--- src/rtl/scan_seq_pkg.sv ---
package scan_seq_pkg;

   typedef enum logic [2:0] {
      PH_IDLE   = 3'd0,
      PH_SHIFT  = 3'd1,
      PH_HOLD   = 3'd2,
      PH_CAPT   = 3'd3,
      PH_OBS    = 3'd4,
      PH_UNLOAD = 3'd5,
      PH_DONE   = 3'd6
   } phase_t;

   function automatic int unsigned count_width(input int unsigned vw, input int unsigned lw);
      return vw + lw + 2;
   endfunction

endpackage

--- src/rtl/scan_seq_fsm.sv ---
module scan_seq_fsm
   import scan_seq_pkg::*;
#(
   parameter int unsigned VEC_W = 16,
   parameter int unsigned LEN_W = 12
) (
   input  logic             clk,
   input  logic             rst_n,
   input  logic             start,
   input  logic [VEC_W-1:0] num_vectors,
   input  logic [LEN_W-1:0] chain_len,
   output phase_t           phase,
   output logic [VEC_W-1:0] vec_idx,
   output logic [LEN_W-1:0] bit_idx,
   output logic             so_valid,
   output logic             session_go
);

   localparam logic [LEN_W-1:0] LEN_ONE = LEN_W'(1);
   localparam logic [LEN_W-1:0] LEN_TWO = LEN_W'(2);

   logic [VEC_W-1:0] n_r;
   logic [LEN_W-1:0] len_r;
   logic             last_bit;
   logic             last_vec;
   logic             last_unload;

   assign session_go  = start && (phase == PH_IDLE) && (num_vectors != '0) && (chain_len != '0);
   assign last_bit    = (bit_idx == len_r - LEN_ONE);
   assign last_vec    = (vec_idx == n_r - VEC_W'(1));
   assign last_unload = (bit_idx == len_r - LEN_TWO);

   always_ff @(posedge clk or negedge rst_n) begin
      if (!rst_n) begin
         phase   <= PH_IDLE;
         n_r     <= '0;
         len_r   <= '0;
         vec_idx <= '0;
         bit_idx <= '0;
      end else begin
         unique case (phase)
            PH_IDLE: begin
               if (session_go) begin
                  n_r     <= num_vectors;
                  len_r   <= chain_len;
                  vec_idx <= '0;
                  bit_idx <= '0;
                  phase   <= PH_SHIFT;
               end
            end
            PH_SHIFT: begin
               if (last_bit) begin
                  bit_idx <= '0;
                  phase   <= PH_HOLD;
               end else begin
                  bit_idx <= bit_idx + LEN_ONE;
               end
            end
            PH_HOLD: phase <= PH_CAPT;
            PH_CAPT: phase <= PH_OBS;
            PH_OBS: begin
               if (!last_vec) begin
                  vec_idx <= vec_idx + VEC_W'(1);
                  phase   <= PH_SHIFT;
               end else if (len_r == LEN_ONE) begin
                  phase   <= PH_DONE;
               end else begin
                  phase   <= PH_UNLOAD;
               end
            end
            PH_UNLOAD: begin
               if (last_unload) begin
                  bit_idx <= '0;
                  phase   <= PH_DONE;
               end else begin
                  bit_idx <= bit_idx + LEN_ONE;
               end
            end
            PH_DONE: phase <= PH_IDLE;
            default: phase <= PH_IDLE;
         endcase
      end
   end

   assign so_valid = (phase == PH_UNLOAD) ||
                     ((phase == PH_SHIFT) && (vec_idx != '0) && !last_bit);

   // Shift position never reaches the latched length
   assert_bit_in_range_R3: assert property (@(posedge clk) disable iff (!rst_n)
      (phase == PH_SHIFT) |-> (bit_idx < len_r));

   // A start pulse during a session leaves the latched geometry untouched
   assert_start_ignored_R11: assert property (@(posedge clk) disable iff (!rst_n)
      (start && (phase != PH_IDLE)) |=> ($stable(len_r) && $stable(n_r)));

   // Hold, capture and observe follow each other in order
   assert_hold_to_capt_R5: assert property (@(posedge clk) disable iff (!rst_n)
      (phase == PH_HOLD) |=> (phase == PH_CAPT));
   assert_capt_to_obs_R6: assert property (@(posedge clk) disable iff (!rst_n)
      (phase == PH_CAPT) |=> (phase == PH_OBS));

endmodule

--- src/rtl/scan_seq_cycle_ctr.sv ---
module scan_seq_cycle_ctr #(
   parameter int unsigned CNT_W = 30
) (
   input  logic             clk,
   input  logic             rst_n,
   input  logic             clear,
   input  logic             run,
   output logic [CNT_W-1:0] count
);

   always_ff @(posedge clk or negedge rst_n) begin
      if (!rst_n)     count <= '0;
      else if (clear) count <= '0;
      else if (run)   count <= count + CNT_W'(1);
   end

   // Counter advances by one on each busy cycle
   assert_count_step_R9: assert property (@(posedge clk) disable iff (!rst_n)
      (run && !clear) |=> (count == $past(count) + CNT_W'(1)));

   // Counter is frozen outside a session
   assert_count_frozen_R9: assert property (@(posedge clk) disable iff (!rst_n)
      (!run && !clear) |=> $stable(count));

endmodule

--- src/rtl/scan_seq_datapath.sv ---
module scan_seq_datapath #(
   parameter int unsigned CHAINS   = 4,
   parameter bit          FILL_ONE = 1'b0
) (
   input  logic              load_vec,
   input  logic              unload,
   input  logic [CHAINS-1:0] vec_data,
   output logic [CHAINS-1:0] scan_in
);

   for (genvar c = 0; c < CHAINS; c++) begin : g_chain
      if (FILL_ONE) begin : g_fill1
         assign scan_in[c] = load_vec ? vec_data[c] : unload;
      end else begin : g_fill0
         assign scan_in[c] = load_vec & vec_data[c];
      end
   end

endmodule

--- src/rtl/scan_test_seq.sv ---
module scan_test_seq
   import scan_seq_pkg::*;
#(
   parameter int unsigned CHAINS = 4,
   parameter int unsigned VEC_W  = 16,
   parameter int unsigned LEN_W  = 12,
   localparam int unsigned CNT_W = count_width(VEC_W, LEN_W)
) (
   input  logic              clk,
   input  logic              rst_n,
   input  logic              start,
   input  logic [VEC_W-1:0]  num_vectors,
   input  logic [LEN_W-1:0]  chain_len,
   input  logic [CHAINS-1:0] vec_data,
   output logic [VEC_W-1:0]  vec_index,
   output logic [LEN_W-1:0]  bit_index,
   output logic [CHAINS-1:0] scan_in,
   output logic              test_mode,
   output logic              scan_en,
   output logic              capture_en,
   output logic              po_strobe,
   output logic              ppo_strobe,
   output logic              so_strobe,
   output logic              busy,
   output logic              done,
   output logic [CNT_W-1:0]  cycle_count
);

   initial begin
      assert (CHAINS >= 1) else $error("CHAINS must be at least 1");
      assert (VEC_W >= 1 && VEC_W <= 24) else $error("VEC_W out of range");
      assert (LEN_W >= 2 && LEN_W <= 24) else $error("LEN_W out of range");
   end

   phase_t phase;
   logic   so_valid;
   logic   session_go;

   scan_seq_fsm #(.VEC_W(VEC_W), .LEN_W(LEN_W)) fsm_i (
      .clk        (clk),
      .rst_n      (rst_n),
      .start      (start),
      .num_vectors(num_vectors),
      .chain_len  (chain_len),
      .phase      (phase),
      .vec_idx    (vec_index),
      .bit_idx    (bit_index),
      .so_valid   (so_valid),
      .session_go (session_go)
   );

   assign busy       = (phase != PH_IDLE) && (phase != PH_DONE);
   assign done       = (phase == PH_DONE);
   assign test_mode  = busy;
   assign scan_en    = (phase == PH_SHIFT) || (phase == PH_UNLOAD);
   assign capture_en = (phase == PH_CAPT);
   assign po_strobe  = (phase == PH_HOLD);
   assign ppo_strobe = (phase == PH_OBS);
   assign so_strobe  = so_valid;

   scan_seq_cycle_ctr #(.CNT_W(CNT_W)) ctr_i (
      .clk  (clk),
      .rst_n(rst_n),
      .clear(session_go),
      .run  (busy),
      .count(cycle_count)
   );

   scan_seq_datapath #(.CHAINS(CHAINS), .FILL_ONE(1'b0)) dp_i (
      .load_vec(phase == PH_SHIFT),
      .unload  (phase == PH_UNLOAD),
      .vec_data(vec_data),
      .scan_in (scan_in)
   );

   // Scan enable only inside an active test session
   assert_se_in_test_R2: assert property (@(posedge clk) disable iff (!rst_n)
      scan_en |-> test_mode);

   // Capture happens with the chains out of shift configuration
   assert_capture_no_se_R5: assert property (@(posedge clk) disable iff (!rst_n)
      capture_en |-> !scan_en);

   // At most one control strobe per cycle
   assert_strobes_exclusive_R6: assert property (@(posedge clk) disable iff (!rst_n)
      $onehot0({capture_en, po_strobe, ppo_strobe, done}));

   // Completion is a single-cycle pulse followed by idle
   assert_done_pulse_R10: assert property (@(posedge clk) disable iff (!rst_n)
      done |=> (!done && !busy));

   // Response sampling only on shift cycles
   assert_so_in_shift_R8: assert property (@(posedge clk) disable iff (!rst_n)
      so_strobe |-> scan_en);

endmodule

--- config.mk ---
export PLATFORM = sky130hd
export DESIGN_NAME = scan_test_seq
export DESIGN_NICKNAME = d
export VERILOG_FILES = /design/src/rtl/scan_seq_pkg.sv /design/src/rtl/scan_seq_fsm.sv /design/src/rtl/scan_seq_cycle_ctr.sv /design/src/rtl/scan_seq_datapath.sv /design/src/rtl/scan_test_seq.sv
export SDC_FILE = /design/constraint.sdc
export NUM_CORES = 1
export LEC_CHECK = 0
export BUFFER_PORTS_ARGS = -buffer_cell sky130_fd_sc_hd__buf_2
export CAP_MARGIN = 20
export CORE_MARGIN = 2
export CORE_UTILIZATION = 50
export CTS_CLUSTER_SIZE = 25
export DETAILED_ROUTE_END_ITERATION = 16
export PLACE_DENSITY = 0.77
export RECOVER_POWER = 25
export SYNTH_ARGS = -nofsm -noshare
export SYNTH_HDL_FRONTEND = slang
export SYNTH_SLANG_ARGS = --single-unit
--- constraint.sdc ---
create_clock -name clk -period 6.1 [get_ports clk]
set_input_delay 0.915 -clock clk [delete_from_list [all_inputs] [get_ports clk]]
set_output_delay 0.915 -clock clk [all_outputs]
set_load 0.01 [all_outputs]
# Yosys cells after proc, flatten, opt, wreduce, memory -nomap -nowiden
# Index checks and enable logic that the tools add are counted.
[totals]
output_inout_bits = 70
in_bits = 35
reg_bits = 89
[classes]
n_bitwise = 4
reduce_logical = 21
n_eq_ne = 15
n_mux = 15
addsub = 6
[op_table]
columns = ["cell", "n"]
rows = [
  ["$mux 30", 2],
  ["$mux 12", 3],
  ["$pmux 12 s3", 1],
  ["$mux 16", 2],
  ["$pmux 16 s2", 1],
  ["$reduce_bool 16->1", 2],
  ["$add 30x1->30 const B", 1],
  ["$eq 12x12->1", 2],
  ["$pmux 3 s6", 1],
  ["$add 16x1->16 const B", 1],
  ["$eq 16x16->1", 1],
  ["$sub 16x1->16 const B", 1],
  ["$add 12x1->12 const B", 1],
  ["$eq 12x1->1 const B", 1],
  ["$mux 3", 4],
  ["$reduce_bool 12->1", 1],
  ["$sub 12x1->12 const B", 1],
  ["$sub 12x2->12 const B", 1],
  ["$eq 3x3->1 const B", 3],
  ["$eq 3x2->1 const B", 2],
  ["$logic_and 1x1->1", 6],
  ["$ne 2x2->1 const B", 3],
  ["$reduce_and 3->1", 2],
  ["$reduce_bool 3->1", 2],
  ["10 further kinds", 16],
]

# Longest topological paths before layout
[logic_depth]
depth_word = 6
depth_mapped = 12

# By module
# Synthesis repeated with hierarchy kept, for this count alone.
[hier_totals]
hier_cells = 645
area_unflattened_um2 = 5928.2
[by_module_without_submodules]
columns = ["mod", "cells_each", "seq_area_each_um2", "instances", "area_per_inst_um2"]
rows = [
  ["scan_seq_fsm", 461, 1476.4, 1, 4184.0],
  ["scan_seq_cycle_ctr", 170, 750.7, 1, 1640.3],
  ["scan_test_seq", 10, 0.0, 1, 78.8],
  ["scan_seq_datapath", 4, 0.0, 1, 25.0],
]

# Worst setup path after synthesis
# No wires, ideal clock.
[synth_timing]
path_type = "flip-flop to output port"
startpoint = "register fsm_i.len_r[1]"
endpoint = "output port so_strobe"
required_ps = 5185
path_buffers = 0
path_stages_with_launch = 9
path_slack_ps = 2796
arrival_time_ps = 2389
cell_sequence = "dfrtp_1 inv_1 ha_1 or3b_2 or4_1 xnor2_1 nand4_1 o31a_1 a22o_1"
[synth_between]
elab_chain_len = 5
[synth_lines]
columns = ["element", "line_no", "text"]
rows = [
  ["from (decl)", "scan_seq_fsm.sv:23", "logic [LEN_W-1:0] len_r;"],
  ["from (signal assigned)", "scan_seq_fsm.sv:45", "len_r <= chain_len;"],
  ["$sub 12x1->12", "scan_seq_fsm.sv:29", "assign last_bit = (bit_idx == len_r - LEN_ONE);"],
  ["$eq 12x12->1", "scan_seq_fsm.sv:29", ""],
  ["$logic_not 1->1", "scan_seq_fsm.sv:86", "((phase == PH_SHIFT) && (vec_idx != '0) && !last_bit);"],
  ["$logic_and 1x1->1", "scan_seq_fsm.sv:86", ""],
  ["$logic_or 1x1->1", "scan_seq_fsm.sv:85", "assign so_valid = (phase == PH_UNLOAD) ||"],
  ["to (decl)", "scan_test_seq.sv:23", "output logic so_strobe,"],
]
# No other way between the ends.

# Worst setup path in the final report
[layout_timing]
startpoint = "register fsm_i.len_r[0]"
endpoint = "output port so_strobe"
# The elaborated chain is that of the path after synthesis.

==> flow_summary.toml <==
[critical_path]
cp.required_ns = 5.18
critPathKind = "reg2out"
crit_path_max_fanout = 6
path_cells = "inv_1 -> ha_1 -> or3b_2 -> or4_1 -> xnor2_1 -> nand4_1 -> o31a_1 -> a22o_1 -> buf_2"
slowest_stage = "or4_1"
arrival_ns = 3.12
critPathCaptureType = "output pin"
critPathMaxStageDelay_ns = 0.54
worstSetupStartpointType = "flop"

[routing]
dr.pass1.iters = 5
drtIter0Drc = 298
detail_route.vias_per_cell = 5.79
wl_um = 14200
drc = 0
drtAntennaViolNets = 0
wl_per_cell_um = 16.1
vias = 5094

[synthesis]
syn_nets = 696
yosys_warnings = 0
syn_inst = 653
postSynthAreaPerCell_um2 = 8.47
synthSimpleGateAreaFrac = 0.298
synth_adder_area_share = 0.0181
synthFlopType = "dfrtp_1"
netlist_area_um2 = 5530
synth.most_common_cell = "nand2_1"
ys_seq_area_frac = 0.403
yosys-top-cells-area = "dfrtp_1 40%, xor2_1 6.8%, nand2_1 6.8%"
ys_types = 60
synth_top_family_by_area = "simple AND/OR/NAND/NOR gates"
ys_ff_latch = 89
synth_top_area_cell = "dfrtp_1"
yosys.area.top_type_share = 0.403
async_flop_share = 1.00
yosys-top-cells-count = "100 x nand2_1, 89 x dfrtp_1, 63 x nor2_1"
synth-xor-area-share = 0.117
synthMuxAreaShare = 0.00905
synth_edf_count = 0
synth-compound-area-share = 0.112

[global_route]
grt_pass1_vias = 4568
grt_max_degree = 90
grt_pass1_wl_um = 22500
grt-ovfl-total = 0
antenna_found_initial = 0
grtUsageTotal = 0.241

[cells_and_area]
syn_to_final_growth_pct = 14.6
layout-drive-gt1-share = 0.177
diodes = 0
fin_nets = 778

[worst_hold_path]
hold_path_class = "reg2reg"

[status]
status = "finished with violations"
violations = "max-capacitance violations, max-slew violations"

[power]
p_per_area_nw_per_um2 = 405
vdd_drop_max_mv = 0.184
p_leak_uw = 0.00298

[place]
place_worst_setup_slack_ns = 2.51
portBuffers = 104
hpwl_um = 10200
gp_congestion = 0.969

[sta]
finalCriticalPeriod_ns = 4.04
worst_pin_slew_ns = 2.07
fmax_ghz = 0.248
tns_ns = 0
slew_headroom = -0.382
slew_violations = 37
setup_violations = 0
grt_setup_unrepaired = "false"
hold_viol = 0
finClkSkew_ns = 0.0143
setup_ws_ns = 2.06
fin_crit_sh = 0.662

[floorplan]
dieHeight_um = 109
boundaryPins = 105
initial_core_util = 0.512
core_area_um2 = 10800
rows = 38
dieWidth_um = 109
dieArea_um2 = 11900

[clock_network]
clockRootBuffer = "clkbuf_8"
clk_pin_slew_ns = 0.10
ctsResizeCount = 0
cts_buffer_depth = 2
holdBufCountCts = 0
post_cts_buffers = 0
clk_latency_ns = 0.37
cts_inserted_buffers = 9
cts_tree = "done"
cts_max_level = 3
clock-sinks = 89

[run]
maxCapViolations = 1
cell families (layout without fill, tap and decap cells):
logic type,count (synthesis),after routing
simple gates,327,327
compound gates,93,93
flops,89,89
xor+xnor,74,74
buf+inv,57,144
fa+ha+maj,8,8
mux,5,5
state kept, by name, summed over array words and instances (netlist names):
signal	count
fsm_i.bit_idx	12
fsm_i.vec_idx	16
fsm_i.n_r	16
fsm_i.len_r	12
fsm_i.phase	3
ctr_i.count	30
critical path: cells and delay by family, from the launching register on:
kind            cells  cell delay, ns
compound gates      2            0.55
flops               1            0.46
fa+ha+maj           1            0.19
simple gates        3            1.14
buf+inv             2            0.24
xor+xnor            1            0.16
layout by cell type (no fill, tap or decap), types with 3 or more instances in the layout:
cell type  Yosys  routed
dfrtp_1       89      89
nor2_1        63      63
clkbuf_1      27       3
buf_2          5     103
nor4_1        14      14
nand2_1      100     100
or4_1          4       4
nand4_1       24      24
and3_1        15      15
or3_1         19      19
a31oi_1        3       3
o31ai_1        4       4
and4_1         3       3
or3b_2         3       3
nand2b_1       7       7
a21boi_0       3       3
ha_1           8       8
nand3b_1       4       4
o22ai_1        3       3
xnor2_1       31      31
clkbuf_8       0      10
and2_1         8       8
mux2i_1        5       5
nand3_1       27      27
o21ai_1        4       4
nor3_1        18      18
inv_1         21      21
xor2_1        43      43
o211ai_1       5       5
o21ai_0       26      26
nor4b_1        7       7
a21oi_1       20      20
metrics by stage:
stage               cells  power (uW)  hold slack [ns]  area, um2  utilization
global route          880        2750            0.555       6340        0.587
floorplan             653        1790            0.465       5530            -
global placement      863        2060            0.486       6090        0.564
detailed placement    863        2100            0.498       6090        0.564
finish                880        2570            0.507       6340        0.587
CTS                   879        2560            0.518       6310        0.585
area by class of cell:
class / instances / area, um2
Sequential cell: 89 / 2230
Clock inverter: 4 / 76.3
Inverter: 21 / 78.8
Tap cell: 140 / 175
Timing Repair Buffer: 107 / 562
Fill cell: 957 / 4460
Multi-Input combinational cell: 507 / 3070
Clock buffer: 12 / 145
path summary, 6_finish.rpt:
path | startpoint | end | slack (ns) | cells past startpoint
setup / recovery | fsm_i.len_r[0] | so_strobe | 2.06 | 9
hold / removal | fsm_i.n_r[15] | fsm_i.n_r[15] | 0.51 | 2
setup reg to reg | fsm_i.len_r[0] | fsm_i.bit_idx[4] | 2.69 | 10
hold reg to reg | fsm_i.n_r[15] | fsm_i.n_r[15] | 0.51 | 2
max in group asynchronous | rst_n | fsm_i.n_r[15] | 3.77 | 1
min in group asynchronous | rst_n | ctr_i.count[15] | 1.13 | 1
layer usage:
metal / global-route usage / vias up / wire, um
met5: 0 / - / 0
met4: 0.0958 / 0 / 313
met3: 0.0484 / 22 / 919
met2: 0.376 / 166 / 6650
met1: 0.331 / 2466 / 6300
li1: - / 2440 / -
power breakdown:
group	internal, uW	total, uW	switching (uW)
clock network	243	459	216
registers	729	998	269
logic	470	1110	640
total	1440	2570	1120
No activity file was read; power rests on OpenSTA's default activity.
